File: config.mk
export PLATFORM = sky130hd
export DESIGN_NAME = err_ctr_bank
export DESIGN_NICKNAME = d
export VERILOG_FILES = /design/src/rtl/err_ctr_pkg.sv /design/src/rtl/err_rd_decode.sv /design/src/rtl/err_sat_ctr.sv /design/src/rtl/err_snap_mux.sv /design/src/rtl/err_ctr_bank.sv
export SDC_FILE = /design/constraint.sdc
export NUM_CORES = 1
export LEC_CHECK = 0
export BUFFER_PORTS_ARGS = -buffer_cell sky130_fd_sc_hd__buf_4
export CORE_UTILIZATION = 45
export CTS_BUF_LIST = sky130_fd_sc_hd__clkbuf_8 sky130_fd_sc_hd__clkbuf_16
export CTS_CLUSTER_DIAMETER = 120
export DETAILED_ROUTE_END_ITERATION = 10
export PLACE_DENSITY = 0.71
export SKIP_CTS_REPAIR_TIMING = 1
export SYNTH_ARGS = -nofsm -noshare
export SYNTH_HDL_FRONTEND = slang
export SYNTH_SLANG_ARGS = --single-unit
File: constraint.sdc
create_clock -name clk -period 2.5 [get_ports clk]
set_input_delay 0.125 -clock clk [delete_from_list [all_inputs] [get_ports clk]]
set_output_delay 0.125 -clock clk [all_outputs]
set_load 0.005 [all_outputs]
File: src/rtl/err_ctr_pkg.sv
package err_ctr_pkg;

    localparam int unsigned N_CTRS    = 4;
    localparam int unsigned BYTE_W    = 8;
    localparam int unsigned CTR_W     = 2 * BYTE_W;
    localparam int unsigned IDX_W     = $clog2(N_CTRS);
    localparam int unsigned ADDR_W    = IDX_W + 2;
    localparam int unsigned HOLD_ADDR = 2 * N_CTRS;

    typedef logic [CTR_W-1:0]  ctr_t;
    typedef logic [BYTE_W-1:0] byte_t;

    localparam ctr_t CTR_MAX = '1;

    typedef enum logic {
        LANE_LSB = 1'b0,
        LANE_MSB = 1'b1
    } lane_e;

    typedef struct packed {
        logic             hit_ctr;
        logic             hit_hold;
        logic [IDX_W-1:0] idx;
        lane_e            lane;
    } rd_req_t;

    function automatic ctr_t sat_inc(input ctr_t c);
        return (c == CTR_MAX) ? c : ctr_t'(c + 1'b1);
    endfunction

    function automatic byte_t pick_byte(input ctr_t c, input lane_e l);
        return (l == LANE_MSB) ? c[CTR_W-1:BYTE_W] : c[BYTE_W-1:0];
    endfunction

    function automatic lane_e flip_lane(input lane_e l);
        return (l == LANE_MSB) ? LANE_LSB : LANE_MSB;
    endfunction

endpackage

File: src/rtl/err_rd_decode.sv
module err_rd_decode
    import err_ctr_pkg::*;
#(
    parameter int unsigned NUM_CTRS = N_CTRS
) (
    input  logic                rd_en,
    input  logic [ADDR_W-1:0]   addr,
    output rd_req_t             req,
    output logic [NUM_CTRS-1:0] clr
);

    always_comb begin
        req = '0;
        clr = '0;
        if (rd_en) begin
            if (addr < ADDR_W'(HOLD_ADDR)) begin
                req.hit_ctr = 1'b1;
                req.idx     = addr[IDX_W:1];
                req.lane    = lane_e'(addr[0]);
                for (int k = 0; k < NUM_CTRS; k++) begin
                    if (addr[IDX_W:1] == IDX_W'(k)) begin
                        clr[k] = 1'b1;
                    end
                end
            end else if (addr == ADDR_W'(HOLD_ADDR)) begin
                req.hit_hold = 1'b1;
            end
        end
    end

endmodule

File: src/rtl/err_sat_ctr.sv
module err_sat_ctr
    import err_ctr_pkg::*;
(
    input  logic clk,
    input  logic rst,
    input  logic ev,
    input  logic clr,
    output ctr_t cnt
);

    always_ff @(posedge clk) begin
        if (rst) begin
            cnt <= '0;
        end else if (clr) begin
            cnt <= ev ? ctr_t'(1) : '0;
        end else if (ev) begin
            cnt <= sat_inc(cnt);
        end
    end

endmodule

File: src/rtl/err_snap_mux.sv
module err_snap_mux
    import err_ctr_pkg::*;
#(
    parameter int unsigned NUM_CTRS = N_CTRS
) (
    input  ctr_t [NUM_CTRS-1:0] cnt_all,
    input  rd_req_t             req,
    output byte_t               rd_byte,
    output byte_t               keep_byte
);

    ctr_t sel_cnt;

    always_comb begin
        sel_cnt   = cnt_all[req.idx];
        rd_byte   = pick_byte(sel_cnt, req.lane);
        keep_byte = pick_byte(sel_cnt, flip_lane(req.lane));
    end

endmodule

File: src/rtl/err_ctr_bank.sv
module err_ctr_bank
    import err_ctr_pkg::*;
#(
    parameter int unsigned NUM_CTRS = N_CTRS
) (
    input  logic                clk,
    input  logic                rst,
    input  logic [NUM_CTRS-1:0] ev_i,
    input  logic                rd_en,
    input  logic [ADDR_W-1:0]   addr,
    output logic [BYTE_W-1:0]   rdata
);

    ctr_t [NUM_CTRS-1:0] cnt_q;
    logic [NUM_CTRS-1:0] clr;
    rd_req_t             req;
    byte_t               rd_byte;
    byte_t               keep_byte;
    byte_t               hold_q;
    byte_t               rdata_q;

    err_rd_decode #(.NUM_CTRS(NUM_CTRS)) u_decode (
        .rd_en (rd_en),
        .addr  (addr),
        .req   (req),
        .clr   (clr)
    );

    for (genvar k = 0; k < NUM_CTRS; k++) begin : g_ctr
        err_sat_ctr u_ctr (
            .clk (clk),
            .rst (rst),
            .ev  (ev_i[k]),
            .clr (clr[k]),
            .cnt (cnt_q[k])
        );
    end

    err_snap_mux #(.NUM_CTRS(NUM_CTRS)) u_mux (
        .cnt_all   (cnt_q),
        .req       (req),
        .rd_byte   (rd_byte),
        .keep_byte (keep_byte)
    );

    always_ff @(posedge clk) begin
        if (rst) begin
            hold_q  <= '0;
            rdata_q <= '0;
        end else if (req.hit_ctr) begin
            rdata_q <= rd_byte;
            hold_q  <= keep_byte;
        end else if (req.hit_hold) begin
            rdata_q <= hold_q;
        end else if (rd_en) begin
            rdata_q <= '0;
        end
    end

    assign rdata = rdata_q;

endmodule

## Word-level counts from Yosys, hierarchy flattened

Index checks and enable logic that the tools add are counted.

| operators by class | value |
|---|---|
| equality and inequality tests | 12 |
| $lt $le $gt $ge | 2 |
| reduce and logical (&&, ||, !) cells | 10 |
| add/sub/neg operators | 4 |
| mux-type cells | 34 |

Operators by type and width:

| kind | count |
|---|---|
| 2-to-1 mux 16 bit | 13 |
| adder 16 x 1 -> 16 bit, second input constant | 4 |
| == test 16 bit, second input constant | 4 |
| 2-to-1 mux 8 bit | 5 |
| binary-select mux 16 bit (select 2 bit) | 1 |
| 2-to-1 mux 1 bit | 11 |
| 2-to-1 mux 4 bit | 2 |
| != test 2 bit, second input constant | 4 |
| AND reduction 2 bit | 4 |
| nonzero test 2 bit | 4 |
| 2-to-1 mux 5 bit | 1 |
| == test 2 bit, second input constant | 2 |
| == test 4 bit, second input constant | 1 |
| < comparator 4 bit, second input constant | 1 |
| < comparator 2 x 3 -> 1 bit, second input constant | 1 |
| 2-to-1 mux 3 bit | 1 |
| nonzero test 3 bit | 1 |
| == test 2 x 1 -> 1 bit, second input constant | 1 |
| logical NOT 2 bit | 1 |

| word-level totals | value |
|---|---|
| register bits | 80 |
| bits of input ports | 11 |
| output and inout bits | 8 |

## Depth between registers and ports, before layout

| depth | value |
|---|---|
| word-level depth | 8 |
| mapped depth | 6 |
| mapped depth without buffers | 5 |

## Hierarchy

Synthesis repeated with hierarchy kept, for this count alone.

| second synthesis, totals | value |
|---|---|
| cell total of the unflattened synthesis | 567 |
| area total of the unflattened synthesis | 5,200.0 µm² |

Modules (own cells, without submodules):

| module | sequential area each (µm²) | area each (µm²) | times used | cells an instance |
|---|---|---|---|---|
| err_sat_ctr | 320.3 | 877.1 | 4 | 108 |
| err_snap_mux | 0.0 | 924.6 | 1 | 56 |
| err_ctr_bank | 320.3 | 684.4 | 1 | 69 |
| err_rd_decode | 0.0 | 82.6 | 1 | 10 |

## Worst setup path before layout

No wires, ideal clock.

| timing | value |
|---|---|
| path kind | register to register |
| from | reg g_ctr[0].u_ctr.cnt[0] |
| to | reg g_ctr[0].u_ctr.cnt[10] |
| path slack | 0.714 ns |
| data arrival time | 1.716 ns |
| cell stages (with the launch flop) | 7 |
| setup time | 0.070 ns |
| cell sequence | dfxtp_1 > ha_1 > nand2_1 > or3_1 > clkbuf_1 > or4_1 > a21oi_1 |

| between the ends | value |
|---|---|
| word-level cells in the longest chain between the ends | 4 |
| elaborated cells on any way between the ends | 7 |
| classes of those cells | add/sub (1); eq/ne (2); mux (3); reduce/logical (1) |

Ends and longest elaborated chain:

| what | RTL line | RTL |
|---|---|---|
| start: declaration | err_sat_ctr.sv:8 | `output ctr_t cnt` |
| start signal: assignment | err_sat_ctr.sv:15 | `cnt <= ev ? ctr_t'(1) : '0;` |
| start signal: assignment | err_sat_ctr.sv:17 | `cnt <= sat_inc(cnt);` |
| adder 16 x 1 -> 16 bit | err_ctr_pkg.sv:28 | `return (c == CTR_MAX) ? c : ctr_t'(c + 1'b1);` |
| 2-to-1 mux 16 bit | err_ctr_pkg.sv:28 |  |
| 2-to-1 mux 16 bit | err_sat_ctr.sv:16 | `end else if (ev) begin` |
| 2-to-1 mux 16 bit | err_sat_ctr.sv:14 | `end else if (clr) begin` |

Parallel ways exist; a longest one is shown, timed or not. The select of a mux whose other input is x is not followed.
A chain may end at the register's enable or synchronous reset.

## Worst setup path after layout

| timing | value |
|---|---|
| from | reg g_ctr[0].u_ctr.cnt[0] |
| to | reg g_ctr[0].u_ctr.cnt[8] |

Same word-level chain as after synthesis.

==> summary.txt <==
Final layout
  – Register area: 0.00160 mm²
  – Synth-to-layout area growth: 9.34%
  – # fillers: 999
  – Share of cells above drive strength 1: 8.46%
  – Fin util: 50.6%
  – Final design area excluding fillers: about 0.0052 mm²
  – Final net count: 615
  – Ant. Diodes: 0
  – Area of the multi-input gates: around 0.0030 mm²

Timing
  – RSZ-0062 raised after global routing: no
  – Endpoints failing hold: 0
  – Final setup viols: 0
  – Clock skew: between 10 and 15 ps
  – Slew Limit Headroom: 48.8%
  – Fin crit period: 1990 ps
  – Fmax: 0.503 GHz
  – Max Slew Vio Count: 0
  – Final Cycle Share: 79.6%
  – Worst hold slack: 61.4 ps
  – Setup TNS Final: 0 ps
  – Tightest Pin Transition: roughly 760 ps

Global routing
  – Initial antenna violation count: 0
  – First-pass GRT wire length: 21200 µm
  – Global route overflow: 0
  – GRT Resource Usage Total: 24.0%
  – Largest net degree at the start of global routing: 33
  – Vias in the first global route: around 4200

Hold path
  – WHS Path Cells: 3
  – Hold Crit Class: in2reg

Clocking
  – TritonCTS buffer count: 9
  – Clock root cell: clkbuf_8
  – Max Root-Sink Buffers: 2
  – H-Tree Depth: 3
  – CTS tree: done
  – Worst-skew pair later-pin latency: 360 ps
  – CTS clk-pin slew, worst paths: 80 ps
  – # clock sinks: 80

Logic synthesis
  – Sequential share of the synthesized area: 33.5%
  – Synth cell types: between 50 and 60
  – Post-Syn Nets: 609
  – #FFs+latches synth: 80
  – Synthesis Warnings: 0
  – Number of synthesized flops with an enable pin: 0
  – Post-synth ARST share: 0%
  – Most used DFF post-synth: dfxtp_1
  – Mapped Cells: 594
  – Mapped cell area: between 0.004 and 0.005 mm²
  – Syn avg cell area: 8.05 µm²

Die
  – Initial Utilization: roughly 46%
  – Die height: 105 µm
  – DIE WIDTH: 105 µm
  – Standard-cell rows: 37
  – Core Area: 0.0103 mm²
  – Die area: about 0.011 mm²
  – Top Ports: 19

Outcome
  – Outcome: complete, no violations

Worst setup path
  – CP Launch Type: flop
  – FF-to-FF path depth: 5
  – Kind of critical path: reg2reg
  – Crit-path max FO: 9
  – Critical path arrival: 2280 ps
  – Worst setup EP type: flop
  – Worst path required time: 2790 ps

Drt
  – First-pass detailed-route iteration total: 5
  – WL/cell: around 17 µm
  – Remaining DRCs: 0
  – Final wirelength: about 13000 µm
  – Post-DRT Antenna Nets: 0
  – First DRT Iteration DRCs: 419
  – DR vias: 4843
  – DR vias/cell: 6.55

Power and ir drop
  – PwrDens: 486 mW/mm²
  – Leak pwr: 1.65 nW
  – Worst vdd ir: around 0.00023 V

Placement
  – I/O Buffers: 18
  – Post-DP HPWL: 9410 µm
  – Placed inst area: 0.00503 mm²
  – Gp weighted congestion: 0.893

Flow run
  – Max-Cap Viols: 0
## placed cells by master, fill, tap and decap left out, drive strengths merged, types with 3 or more instances in the layout
master and instances:
a2111o 6, a211oi 3, a21boi 8, a21oi 40, a22oi 16, a311oi 11, a31oi 13, a41o 3
and3 10, and4 10, buf 28, clkbuf 11, dfxtp 80, ha 4, inv 26, mux2i 27
nand2 52, nand3 27, nand3b 4, nand4 20, nor2 28, nor3 10, nor4 13, o211ai 35
o21a 3, o21ai 31, o311ai 5, o31ai 13, o41ai 9, or2 6, or3 14, or4 13
## kinds of logic (layout without fill, tap and decap cells)
logic type | after synthesis | after routing | share of synthesized area [%]
compound gates | 202 | 202 | 29.1
fa+ha+maj | 4 | 4 | 1.05
buf+inv | 60 | 69 | 4.92
flops | 80 | 80 | 33.5
mux | 27 | 27 | 5.65
simple gates | 221 | 221 | 25.8
## area by class of cell
| type | count | share of cell area [%] |
|---|---|---|
| multi-input combinational | 454 | 56.4 |
| clock buffer | 11 | 2.90 |
| timing repair buffer | 28 | 4.02 |
| tap | 136 | 3.26 |
| inverter | 27 | 1.94 |
| clock inverter | 3 | 0.814 |
| sequential | 80 | 30.6 |
## state kept, by name, indices dropped and copies added, names as in the netlist
signal	flops
g_ctr.u_ctr.cnt	64
hold_q	8
rdata	8
## per-layer routing
| layer | GRT usage [%] | vias to the layer above | wire length (µm) |
|---|---|---|---|
| li1 | - | 2356 | - |
| met1 | 33.1 | 2270 | 5990 |
| met2 | 37.0 | 188 | 5790 |
| met3 | 3.74 | 29 | 784 |
| met4 | 10.2 | 0 | 342 |
| met5 | 0 | - | 0 |
## stage by stage
stage	setup slack, ps	std cells	power (mW)
3_3_place_gp	608	725	1.59
4_1_cts	523	739	2.56
6_report	511	739	2.54
5_1_grt	368	739	2.63
3_5_place_dp	557	725	1.60
2_1_floorplan	714	594	1.51
## power breakdown
| group | total (mW) | switching [mW] | internal (mW) |
|---|---|---|---|
| combinational | 0.239 | 0.148 | 0.0908 |
| sequential | 1.33 | 0.0277 | 1.30 |
| clock | 0.972 | 0.468 | 0.503 |
| total | 2.54 | 0.644 | 1.90 |
## final timing paths
| path | slack [ps] | to | start |
|---|---|---|---|
| worst max register to register | 510 | g_ctr[0].u_ctr.cnt[8] | g_ctr[0].u_ctr.cnt[0] |
| worst min register to register | 500 | rdata[7] | rdata[7] |
| worst min-delay path | 60 | g_ctr[2].u_ctr.cnt[0] | ev_i[2] |
| worst max-delay path | 510 | g_ctr[0].u_ctr.cnt[8] | g_ctr[0].u_ctr.cnt[0] |
## synth_stat cells, types with 3 or more instances
cell      count  area share [%]
nor3_1       10             1.0
or2_2         5            0.65
a2111o_1      6             1.4
a31oi_1      13             1.7
mux2i_1      27             5.7
buf_2         6            0.63
nand3_1      27             2.8
nand3b_1      4            0.63
and4_1       10             1.8
nor4_1       12             1.6
nand2_1      52             4.1
o311ai_0      5            0.92
or3_1        14             1.8
ha_1          4             1.0
or4_1        13             2.0
nor2_1       28             2.2
a211oi_1      3            0.47
a21oi_1      40             4.2
o21a_1        3            0.47
a311oi_1     11             2.0
o41ai_1       9             1.6
o21ai_0      31             3.2
a22oi_1      16             2.5
a21boi_0      8             1.3
dfxtp_1      80              33
clkbuf_1     25             2.0
o31ai_1      13             2.0
and3_1       10             1.3
nand4_1      19             2.5
o211ai_1     35             5.5
a41o_1        3            0.63
inv_1        26             2.0
## worst max-delay path, cell delays in order (launching register included)
cell and delay, ps:
dfxtp_1 430, ha_1 260, nand2_1 120, or3_1 460, or4_1 500, a21oi_1 150
No activity file was read; power rests on OpenSTA's default activity.
